`config.mk`:
```
export PLATFORM = sky130hd
export DESIGN_NAME = atomic_seq
export DESIGN_NICKNAME = d
export VERILOG_FILES = /design/src/rtl/atomic_seq_pkg.sv /design/src/rtl/atomic_seq_ctrl.sv /design/src/rtl/atomic_seq_dp.sv /design/src/rtl/atomic_seq.sv
export SDC_FILE = /design/constraint.sdc
export NUM_CORES = 1
export LEC_CHECK = 0
export BUFFER_PORTS_ARGS = -buffer_cell sky130_fd_sc_hd__buf_2
export CORE_ASPECT_RATIO = 0.9
export CORE_MARGIN = 1
export CORE_UTILIZATION = 45
export DETAILED_ROUTE_END_ITERATION = 8
export PLACE_DENSITY_LB_ADDON = 0.08
export SLEW_MARGIN = 20
export SYNTH_ARGS = -nofsm -noshare
export SYNTH_HDL_FRONTEND = slang
export SYNTH_SLANG_ARGS = --single-unit
```
`constraint.sdc`:
```
create_clock -name clk -period 2.7 [get_ports clk]
set_clock_uncertainty 0.15 [all_clocks]
set_input_delay 0.54 -clock clk [delete_from_list [all_inputs] [get_ports clk]]
set_output_delay 0.54 -clock clk [all_outputs]
set_load 0.01 [all_outputs]
```
`src/rtl/atomic_seq_pkg.sv`:
```
package atomic_seq_pkg;

  typedef enum logic [1:0] {
    OP_CAS  = 2'b00,
    OP_SWAP = 2'b01,
    OP_TAS  = 2'b10,
    OP_RSVD = 2'b11
  } atomOp_e;

  typedef enum logic [1:0] {
    RSP_NONE = 2'b00,
    RSP_LOAD = 2'b01,
    RSP_ACK  = 2'b10,
    RSP_REJ  = 2'b11
  } rspKind_e;

  // strobes from control to datapath
  typedef struct packed {
    logic takeHead;
    logic takeTail;
    logic takeOld;
    logic wrEnable;
    logic showOld;
  } dpCtl_t;

endpackage

```
`src/rtl/atomic_seq_ctrl.sv`:
```
module atomic_seq_ctrl
  import atomic_seq_pkg::*;
(
  input  logic     clk,
  input  logic     rstN,
  input  logic     reqValid,
  input  logic     illegal,
  input  logic     doWrite,
  output logic     reqReady,
  output dpCtl_t   ctl,
  output logic     memRdEn,
  output logic     memWrEn,
  output logic     rspValid,
  output rspKind_e rspType,
  output logic     rspAtomic,
  output logic     invAll
);

  typedef enum logic [2:0] {
    S_HEAD, S_TAIL, S_READ, S_LATCH, S_RET, S_ACK, S_REJ
  } state_e;

  state_e state, nextState;
  logic   beatTaken;

  assign beatTaken = reqValid && reqReady;

  always_comb begin
    nextState = state;
    unique case (state)
      S_HEAD:  if (beatTaken) nextState = S_TAIL;
      S_TAIL:  if (beatTaken) nextState = illegal ? S_REJ : S_READ;
      S_READ:  nextState = S_LATCH;
      S_LATCH: nextState = S_RET;
      S_RET:   nextState = S_ACK;
      S_ACK:   nextState = S_HEAD;
      S_REJ:   nextState = S_HEAD;
      default: nextState = S_HEAD;
    endcase
  end

  always_ff @(posedge clk) begin
    if (!rstN) state <= S_HEAD;
    else       state <= nextState;
  end

  always_comb begin
    reqReady     = (state == S_HEAD) || (state == S_TAIL);
    ctl.takeHead = (state == S_HEAD) && beatTaken;
    ctl.takeTail = (state == S_TAIL) && beatTaken;
    ctl.takeOld  = (state == S_LATCH);
    ctl.wrEnable = (state == S_RET) && doWrite;
    ctl.showOld  = (state == S_RET);
    memRdEn      = (state == S_READ);
    memWrEn      = ctl.wrEnable;
    rspValid     = (state == S_RET) || (state == S_ACK) || (state == S_REJ);
    rspAtomic    = (state == S_RET) || (state == S_ACK);
    invAll       = (state == S_ACK) && doWrite;
    unique case (state)
      S_RET:   rspType = RSP_LOAD;
      S_ACK:   rspType = RSP_ACK;
      S_REJ:   rspType = RSP_REJ;
      default: rspType = RSP_NONE;
    endcase
  end


  load_after_read_chk: assert property (@(posedge clk) disable iff (!rstN)
    (rspValid && rspType == RSP_LOAD) |-> $past(memRdEn, 2));

  ack_follows_load_chk: assert property (@(posedge clk) disable iff (!rstN)
    (rspValid && rspType == RSP_LOAD) |=> (rspValid && rspType == RSP_ACK && rspAtomic));

  inv_on_ack_chk: assert property (@(posedge clk) disable iff (!rstN)
    invAll |-> (rspValid && rspType == RSP_ACK && $past(memWrEn)));

  write_in_return_chk: assert property (@(posedge clk) disable iff (!rstN)
    memWrEn |-> (rspValid && rspType == RSP_LOAD));

  reject_quiet_chk: assert property (@(posedge clk) disable iff (!rstN)
    (rspValid && rspType == RSP_REJ) |-> (!memWrEn && !rspAtomic && !$past(memRdEn)));

  closed_after_read_chk: assert property (@(posedge clk) disable iff (!rstN)
    memRdEn |=> !reqReady);

endmodule

```
`src/rtl/atomic_seq_dp.sv`:
```
module atomic_seq_dp
  import atomic_seq_pkg::*;
#(
  parameter int DATA_W = 64,
  parameter int ADDR_W = 12
) (
  input  logic                          clk,
  input  logic                          rstN,
  input  dpCtl_t                        ctl,
  input  logic [1:0]                    reqOp,
  input  logic                          reqIo,
  input  logic [ADDR_W-1:0]             reqAddr,
  input  logic [DATA_W-1:0]             reqData,
  input  logic [DATA_W-1:0]             memRdData,
  output logic                          illegal,
  output logic                          doWrite,
  output logic [ADDR_W-$clog2(DATA_W/8)-1:0] memAddr,
  output logic [DATA_W-1:0]             memWrData,
  output logic [DATA_W-1:0]             rspData
);

  localparam int LANES  = DATA_W / 8;
  localparam int LANE_W = $clog2(LANES);

  atomOp_e           opQ;
  logic              ioQ;
  logic [ADDR_W-1:0] addrQ;
  logic [DATA_W-1:0] cmpQ, swpQ, oldQ, newQ;
  logic              writeQ;
  logic [LANE_W-1:0] lane;
  logic [DATA_W-1:0] tasWord, newWord;
  logic              cmpHit, wantWrite;

  assign lane = addrQ[LANE_W-1:0];

  // byte-lane merge for test-and-set
  for (genvar g = 0; g < LANES; g++) begin : g_lane
    assign tasWord[g*8 +: 8] = (lane == LANE_W'(g)) ? 8'hFF : memRdData[g*8 +: 8];
  end

  always_comb begin
    cmpHit = (memRdData == cmpQ);
    unique case (opQ)
      OP_CAS:  begin wantWrite = cmpHit; newWord = swpQ;      end
      OP_SWAP: begin wantWrite = 1'b1;   newWord = swpQ;      end
      OP_TAS:  begin wantWrite = 1'b1;   newWord = tasWord;   end
      default: begin wantWrite = 1'b0;   newWord = memRdData; end
    endcase
  end

  always_ff @(posedge clk) begin
    if (!rstN) begin
      opQ    <= OP_CAS;
      ioQ    <= 1'b0;
      addrQ  <= '0;
      cmpQ   <= '0;
      swpQ   <= '0;
      oldQ   <= '0;
      newQ   <= '0;
      writeQ <= 1'b0;
    end else begin
      if (ctl.takeHead) begin
        opQ   <= atomOp_e'(reqOp);
        ioQ   <= reqIo;
        addrQ <= reqAddr;
        cmpQ  <= reqData;
      end
      if (ctl.takeTail) swpQ <= reqData;
      if (ctl.takeOld) begin
        oldQ   <= memRdData;
        newQ   <= newWord;
        writeQ <= wantWrite;
      end
    end
  end

  assign illegal   = ioQ || (opQ == OP_RSVD);
  assign doWrite   = writeQ;
  assign memAddr   = addrQ[ADDR_W-1:LANE_W];
  assign memWrData = newQ;
  assign rspData   = ctl.showOld ? oldQ : '0;


  cas_match_chk: assert property (@(posedge clk) disable iff (!rstN)
    (ctl.wrEnable && opQ == OP_CAS) |-> (oldQ == cmpQ && memWrData == swpQ));

  tas_byte_chk: assert property (@(posedge clk) disable iff (!rstN)
    (ctl.wrEnable && opQ == OP_TAS) |-> (memWrData[{lane, 3'b000} +: 8] == 8'hFF));

  no_write_illegal_chk: assert property (@(posedge clk) disable iff (!rstN)
    ctl.wrEnable |-> !illegal);

endmodule

```
`src/rtl/atomic_seq.sv`:
```
module atomic_seq
  import atomic_seq_pkg::*;
#(
  parameter int DATA_W = 64,
  parameter int ADDR_W = 12
) (
  input  logic                    clk,
  input  logic                    rstN,
  input  logic                    reqValid,
  output logic                    reqReady,
  input  logic [1:0]              reqOp,
  input  logic                    reqIo,
  input  logic [ADDR_W-1:0]       reqAddr,
  input  logic [DATA_W-1:0]       reqData,
  output logic                    memRdEn,
  output logic                    memWrEn,
  output logic [ADDR_W-4:0]       memAddr,
  output logic [DATA_W-1:0]       memWrData,
  input  logic [DATA_W-1:0]       memRdData,
  output logic                    rspValid,
  output logic [1:0]              rspType,
  output logic                    rspAtomic,
  output logic [DATA_W-1:0]       rspData,
  output logic                    invAll
);

  dpCtl_t   ctl;
  logic     illegal, doWrite;
  rspKind_e rspKind;

  atomic_seq_ctrl u_ctrl (
    .clk       (clk),
    .rstN      (rstN),
    .reqValid  (reqValid),
    .illegal   (illegal),
    .doWrite   (doWrite),
    .reqReady  (reqReady),
    .ctl       (ctl),
    .memRdEn   (memRdEn),
    .memWrEn   (memWrEn),
    .rspValid  (rspValid),
    .rspType   (rspKind),
    .rspAtomic (rspAtomic),
    .invAll    (invAll)
  );

  atomic_seq_dp #(.DATA_W(DATA_W), .ADDR_W(ADDR_W)) u_dp (
    .clk       (clk),
    .rstN      (rstN),
    .ctl       (ctl),
    .reqOp     (reqOp),
    .reqIo     (reqIo),
    .reqAddr   (reqAddr),
    .reqData   (reqData),
    .memRdData (memRdData),
    .illegal   (illegal),
    .doWrite   (doWrite),
    .memAddr   (memAddr),
    .memWrData (memWrData),
    .rspData   (rspData)
  );

  assign rspType = rspKind;


  reset_quiet_chk: assert property (@(posedge clk)
    $past(!rstN) |-> (reqReady && !rspValid && !memRdEn && !memWrEn && !invAll));

endmodule

```
==> results.md <==
Outcome:
- The run finished with clean final reports.

Flow run:
- The tool flagged a number of max-cap violations equal to 0.

Synthesis:
- The predominant post-synthesis flop cell is sky130_fd_sc_hd__dfxtp_1.
- Of the total synthesized cell area, the portion taken by XOR and XNOR cells is 0.0385.
- In this run, synthesis produced a sequential element count of 275.
- The share of Yosys cell area claimed by the top area cell type is 0.448.
- The fraction of registers with async set or reset after synthesis is 0.
- Of the post-synthesis cell area, the part taken by muxes is 0.000814.
- Of the total synthesized cell area, the portion taken by AND, OR, NAND and NOR gates is 0.228.
- Counting instances in the post-synthesis netlist gives the leading cell types as sky130_fd_sc_hd__nand2_1, sky130_fd_sc_hd__dfxtp_1, sky130_fd_sc_hd__a21oi_1, sky130_fd_sc_hd__clkbuf_1, sky130_fd_sc_hd__inv_1.
- The share of the synthesized area in compound gates (AO/OA/AOI/OAI) is 0.209.
- Of the total synthesized cell area, the portion taken by full adders, half adders and majority gates is 0.00509.
- The count of mapped cells out of synthesis is 1626.
- In the post-synthesis netlist, the cell with the most instances is sky130_fd_sc_hd__nand2_1.
- In this run the cell area of the synthesized design comes to 12300 µm².
- The post-synthesis average cell area is 7.56 µm².
- During synthesis, Yosys emitted a total of 0 warnings.
- The largest family of logic cells by synthesized area is simple AND/OR/NAND/NOR gates.
- The biggest area contributor in the post-synthesis netlist is sky130_fd_sc_hd__dfxtp_1.
- Counting flops with a built-in enable in the synthesized netlist gives 0.
- Yosys attributes the largest share of cell area to sky130_fd_sc_hd__dfxtp_1, sky130_fd_sc_hd__nand2_1, sky130_fd_sc_hd__a21oi_1, sky130_fd_sc_hd__a221oi_2, sky130_fd_sc_hd__and3_1.
- The count of cell types in the netlist is 45.
- For this run, the register share of the synthesized area comes to 0.448.
- The number of nets handed over by synthesis was 1777.

Worst hold path:
- The path with the worst hold slack has its endpoint at u_dp.addrQ[9].
- The count of cells along the worst hold path is 3.
- The class of the tightest hold or removal check is in -> reg.
- The startpoint of the lowest-slack hold path is reqAddr[9].

Global route:
- The via count of the first global-routing pass came to 11100.
- The global-route wire length before repair is 62.9 mm.
- The initial antenna violation count is 8.
- Entering global routing, the biggest net connects 99 pins.
- The global-route congestion overflow total is 0.
- The total track usage is 0.285.

Floorplanning:
- The starting utilization of the core area is 0.457.
- The region available for standard cell placement spans 26900 µm².
- The site row count is 57.
- The height of the chip is 159 µm.
- In this run the horizontal extent of the chip is 176 µm.
- The floorplan step defined a die boundary enclosing 28000 µm².
- The number of I/O pins is 291.

Drt:
- The count of unresolved DRC violations after routing is 0.
- In the final routed layout, each cell accounts on average for 18.3 µm.
- The count of nets left with antenna violations once routing finished came out at 0.
- The number of detailed-routing iterations run before antenna repair is 5.
- The count of vias placed by the detailed router is 12000.
- The count of routing violations after the opening detailed-route iteration is 835.
- Dividing the detail-routed via count by the number of cells gives 5.41.
- Summed over all layers, the routed wires come to 40.6 mm.

Clock tree:
- CTS placed an instance of sky130_fd_sc_hd__clkbuf_16 at the clock tree root.
- The clock transition time at the flip-flop clock pins of the worst setup and hold paths is 0.06 ns.
- TritonCTS built the clock tree.
- The buffer count from post-CTS setup fixing is 0.
- For this design, the CTS-stage hold fixing added 0 buffers.
- The number of clock buffers added by TritonCTS is 30.
- The sink count of the clock tree is 275.
- The insertion delay of the later-clocked pin in the worst-skew pair is 0.55 ns.
- The maximum clock insertion buffer count is 3.
- CTS built an H-tree with a depth of 1.

Worst setup path:
- The capturing point of the worst reg2reg path is u_dp.swpQ[43].
- The count of cells along the worst register-to-register path is 6.
- Data on the critical path is required at its endpoint by 2.01 ns.
- The capturing element type of the critical path is an output port.
- The worst setup slack for register-to-register paths is 0.50 ns.
- The launch point of the worst reg-to-reg path is u_ctrl.state[1].
- The largest fanout on the critical path is 9.
- The type of origin of the critical path is a flip-flop.
- Data arrives at the worst endpoint at 1.90 ns.
- The critical path class is reg -> out.

Cells and area:
- At the end of the flow the core is filled with cells to 0.560.
- The net count reported at finish is 1987.
- The layout filler cell count is 2721.
- The area growth from synthesis to layout is 22.4%.
- Of the cells placed in the final design, the portion with a size suffix greater than 1 is 0.224.

STA:
- Hold timing on the final database bottoms out at a slack of 0.0731 ns.
- The hold violation count in the final report was 0.
- For this run, the top clock speed supported by timing is 386 MHz.
- The shortest period the worst path allows is 2.59 ns.
- At the pin with the least slew margin, the transition time is 0.673 ns.
- The final number of max-transition violations is 0.
- Setup repair after global routing left no endpoint under its margin.
- The number of failing setup endpoints in the final timing report is 0.
- The total negative slack for setup checks is 0 ns.
- Dividing the final minimum period by the clock period gives 0.959.
- Measured against its own limit, the worst slew margin works out to 0.549.

Power and ir drop:
- Across the VDD grid, the largest voltage drop is 0.000456 V.
- The total power draw is 10.1 mW.
- For this design the static power due to leakage is 6.29 nW.
- The areal power density over the cells is 672 nW/µm².

Placement:
- The count of buffers added on input and output ports is 290.
- The last weighted congestion value of the routability-driven placer is 0.834.
- The final HPWL from detailed placement is 27.0 mm.
## kinds of logic (layout without fill, tap and decap cells)
kind of cell | after synthesis | after routing
AO/OA/AOI/OAI | 417 | 417
buffers and inverters | 210 | 444
AND/OR/NAND/NOR | 664 | 664
other | 0 | 5
adder cells (fa/ha/maj) | 5 | 5
flip-flops | 275 | 275
XOR/XNOR | 54 | 54
multiplexers | 1 | 1
## sequential cells by signal (all words and copies together), names as in the netlist
| register | cells |
|---|---|
| u_dp.ioQ | 1 |
| u_dp.addrQ | 12 |
| u_dp.oldQ | 64 |
| u_dp.swpQ | 64 |
| u_dp.doWrite | 1 |
| u_dp.memWrData | 64 |
| u_dp.cmpQ | 64 |
| u_dp.opQ | 2 |
| u_ctrl.state | 3 |
## metal layers
layer	track usage	share of wire	vias up
li1	-	-	5836
met1	0.384	0.44	5722
met2	0.455	0.46	380
met3	0.0632	0.074	65
met4	0.0794	0.023	6
met5	0	0.00079	-
## report_power, final
part	internal [mW]	switching, mW	leakage [nW]	total (mW)
Combinational	0.382	0.834	3.50	1.22
Sequential	4.22	0.113	2.23	4.34
Clock	2.88	1.69	0.554	4.57
Total	7.49	2.63	6.29	10.1
## critical path, cell delays in order, from the launching register on
cell and delay (ns):
sky130_fd_sc_hd__dfxtp_1 0.63, sky130_fd_sc_hd__xor2_1 0.12, sky130_fd_sc_hd__and2_1 0.19, sky130_fd_sc_hd__or2_2 0.27
sky130_fd_sc_hd__buf_2 0.14
## worst max-delay path by stage
stage                                from            to  slack [ns]  cells after the start
after floorplan           u_ctrl.state[2]   rspData[24]        0.67                      5
after global placement      memRdData[61]  u_dp.doWrite        0.42                      6
after detailed placement    memRdData[61]  u_dp.doWrite        0.41                      6
after CTS                 u_ctrl.state[2]    rspData[7]        0.04                      4
after global routing      u_ctrl.state[0]      rspValid        0.02                      4
final                     u_ctrl.state[0]      rspValid        0.11                      4
## metrics by stage
| stage | area, µm² | instances | worst slack [ns] |
|---|---|---|---|
| finish | 15100 | 2219 | 0.110 |
| global route | 15100 | 2216 | 0.0205 |
| CTS | 15000 | 2214 | 0.0387 |
| detailed placement | 13900 | 2158 | 0.409 |
| global placement | 13900 | 2158 | 0.418 |
| floorplan | 12300 | 1626 | 0.674 |
## layout make-up
class	instances	area, µm²	share of cell area
repair buffers	317	1740	0.116
clock buffers	44	905	0.0601
clock inverters	12	210	0.0140
well taps	354	443	0.0294
diodes	5	12.5	0.000831
inverters	71	274	0.0182
flip-flops and latches	275	5510	0.366
multi-input cells	1141	5970	0.396
## cell usage in the layout, fill, tap and decap left out, types with 3 or more instances in the layout
cell type	netlist	routed
sky130_fd_sc_hd__clkbuf_8	0	8
sky130_fd_sc_hd__nor3b_1	3	3
sky130_fd_sc_hd__clkinv_2	0	6
sky130_fd_sc_hd__clkbuf_1	97	5
sky130_fd_sc_hd__nand2b_1	3	3
sky130_fd_sc_hd__bufinv_16	0	6
sky130_fd_sc_hd__buf_12	0	6
sky130_fd_sc_hd__buf_2	16	290
sky130_fd_sc_hd__o21ai_0	56	56
sky130_fd_sc_hd__nor4_1	6	6
sky130_fd_sc_hd__or2_2	4	4
sky130_fd_sc_hd__xor2_1	7	7
sky130_fd_sc_hd__nand2_1	489	488
sky130_fd_sc_hd__a221oi_1	26	26
sky130_fd_sc_hd__and3_1	67	67
sky130_fd_sc_hd__o21ai_1	12	12
sky130_fd_sc_hd__diode_2	0	5
sky130_fd_sc_hd__dfxtp_1	275	274
sky130_fd_sc_hd__buf_4	9	19
sky130_fd_sc_hd__xnor2_1	47	47
sky130_fd_sc_hd__inv_1	69	69
sky130_fd_sc_hd__ha_1	5	4
sky130_fd_sc_hd__a21oi_1	274	274
sky130_fd_sc_hd__a221oi_2	30	30
sky130_fd_sc_hd__a221o_1	9	9
sky130_fd_sc_hd__nor2_1	63	62
sky130_fd_sc_hd__nor2b_1	4	3
sky130_fd_sc_hd__clkbuf_16	0	31
sky130_fd_sc_hd__nand4_1	13	13
## what timing repair did
item                       CTS  global route
resized for setup            2             2
setup endpoints to repair   44            31
hold endpoints to repair     0             0
Note: power is estimated with default switching activity, not from simulation.
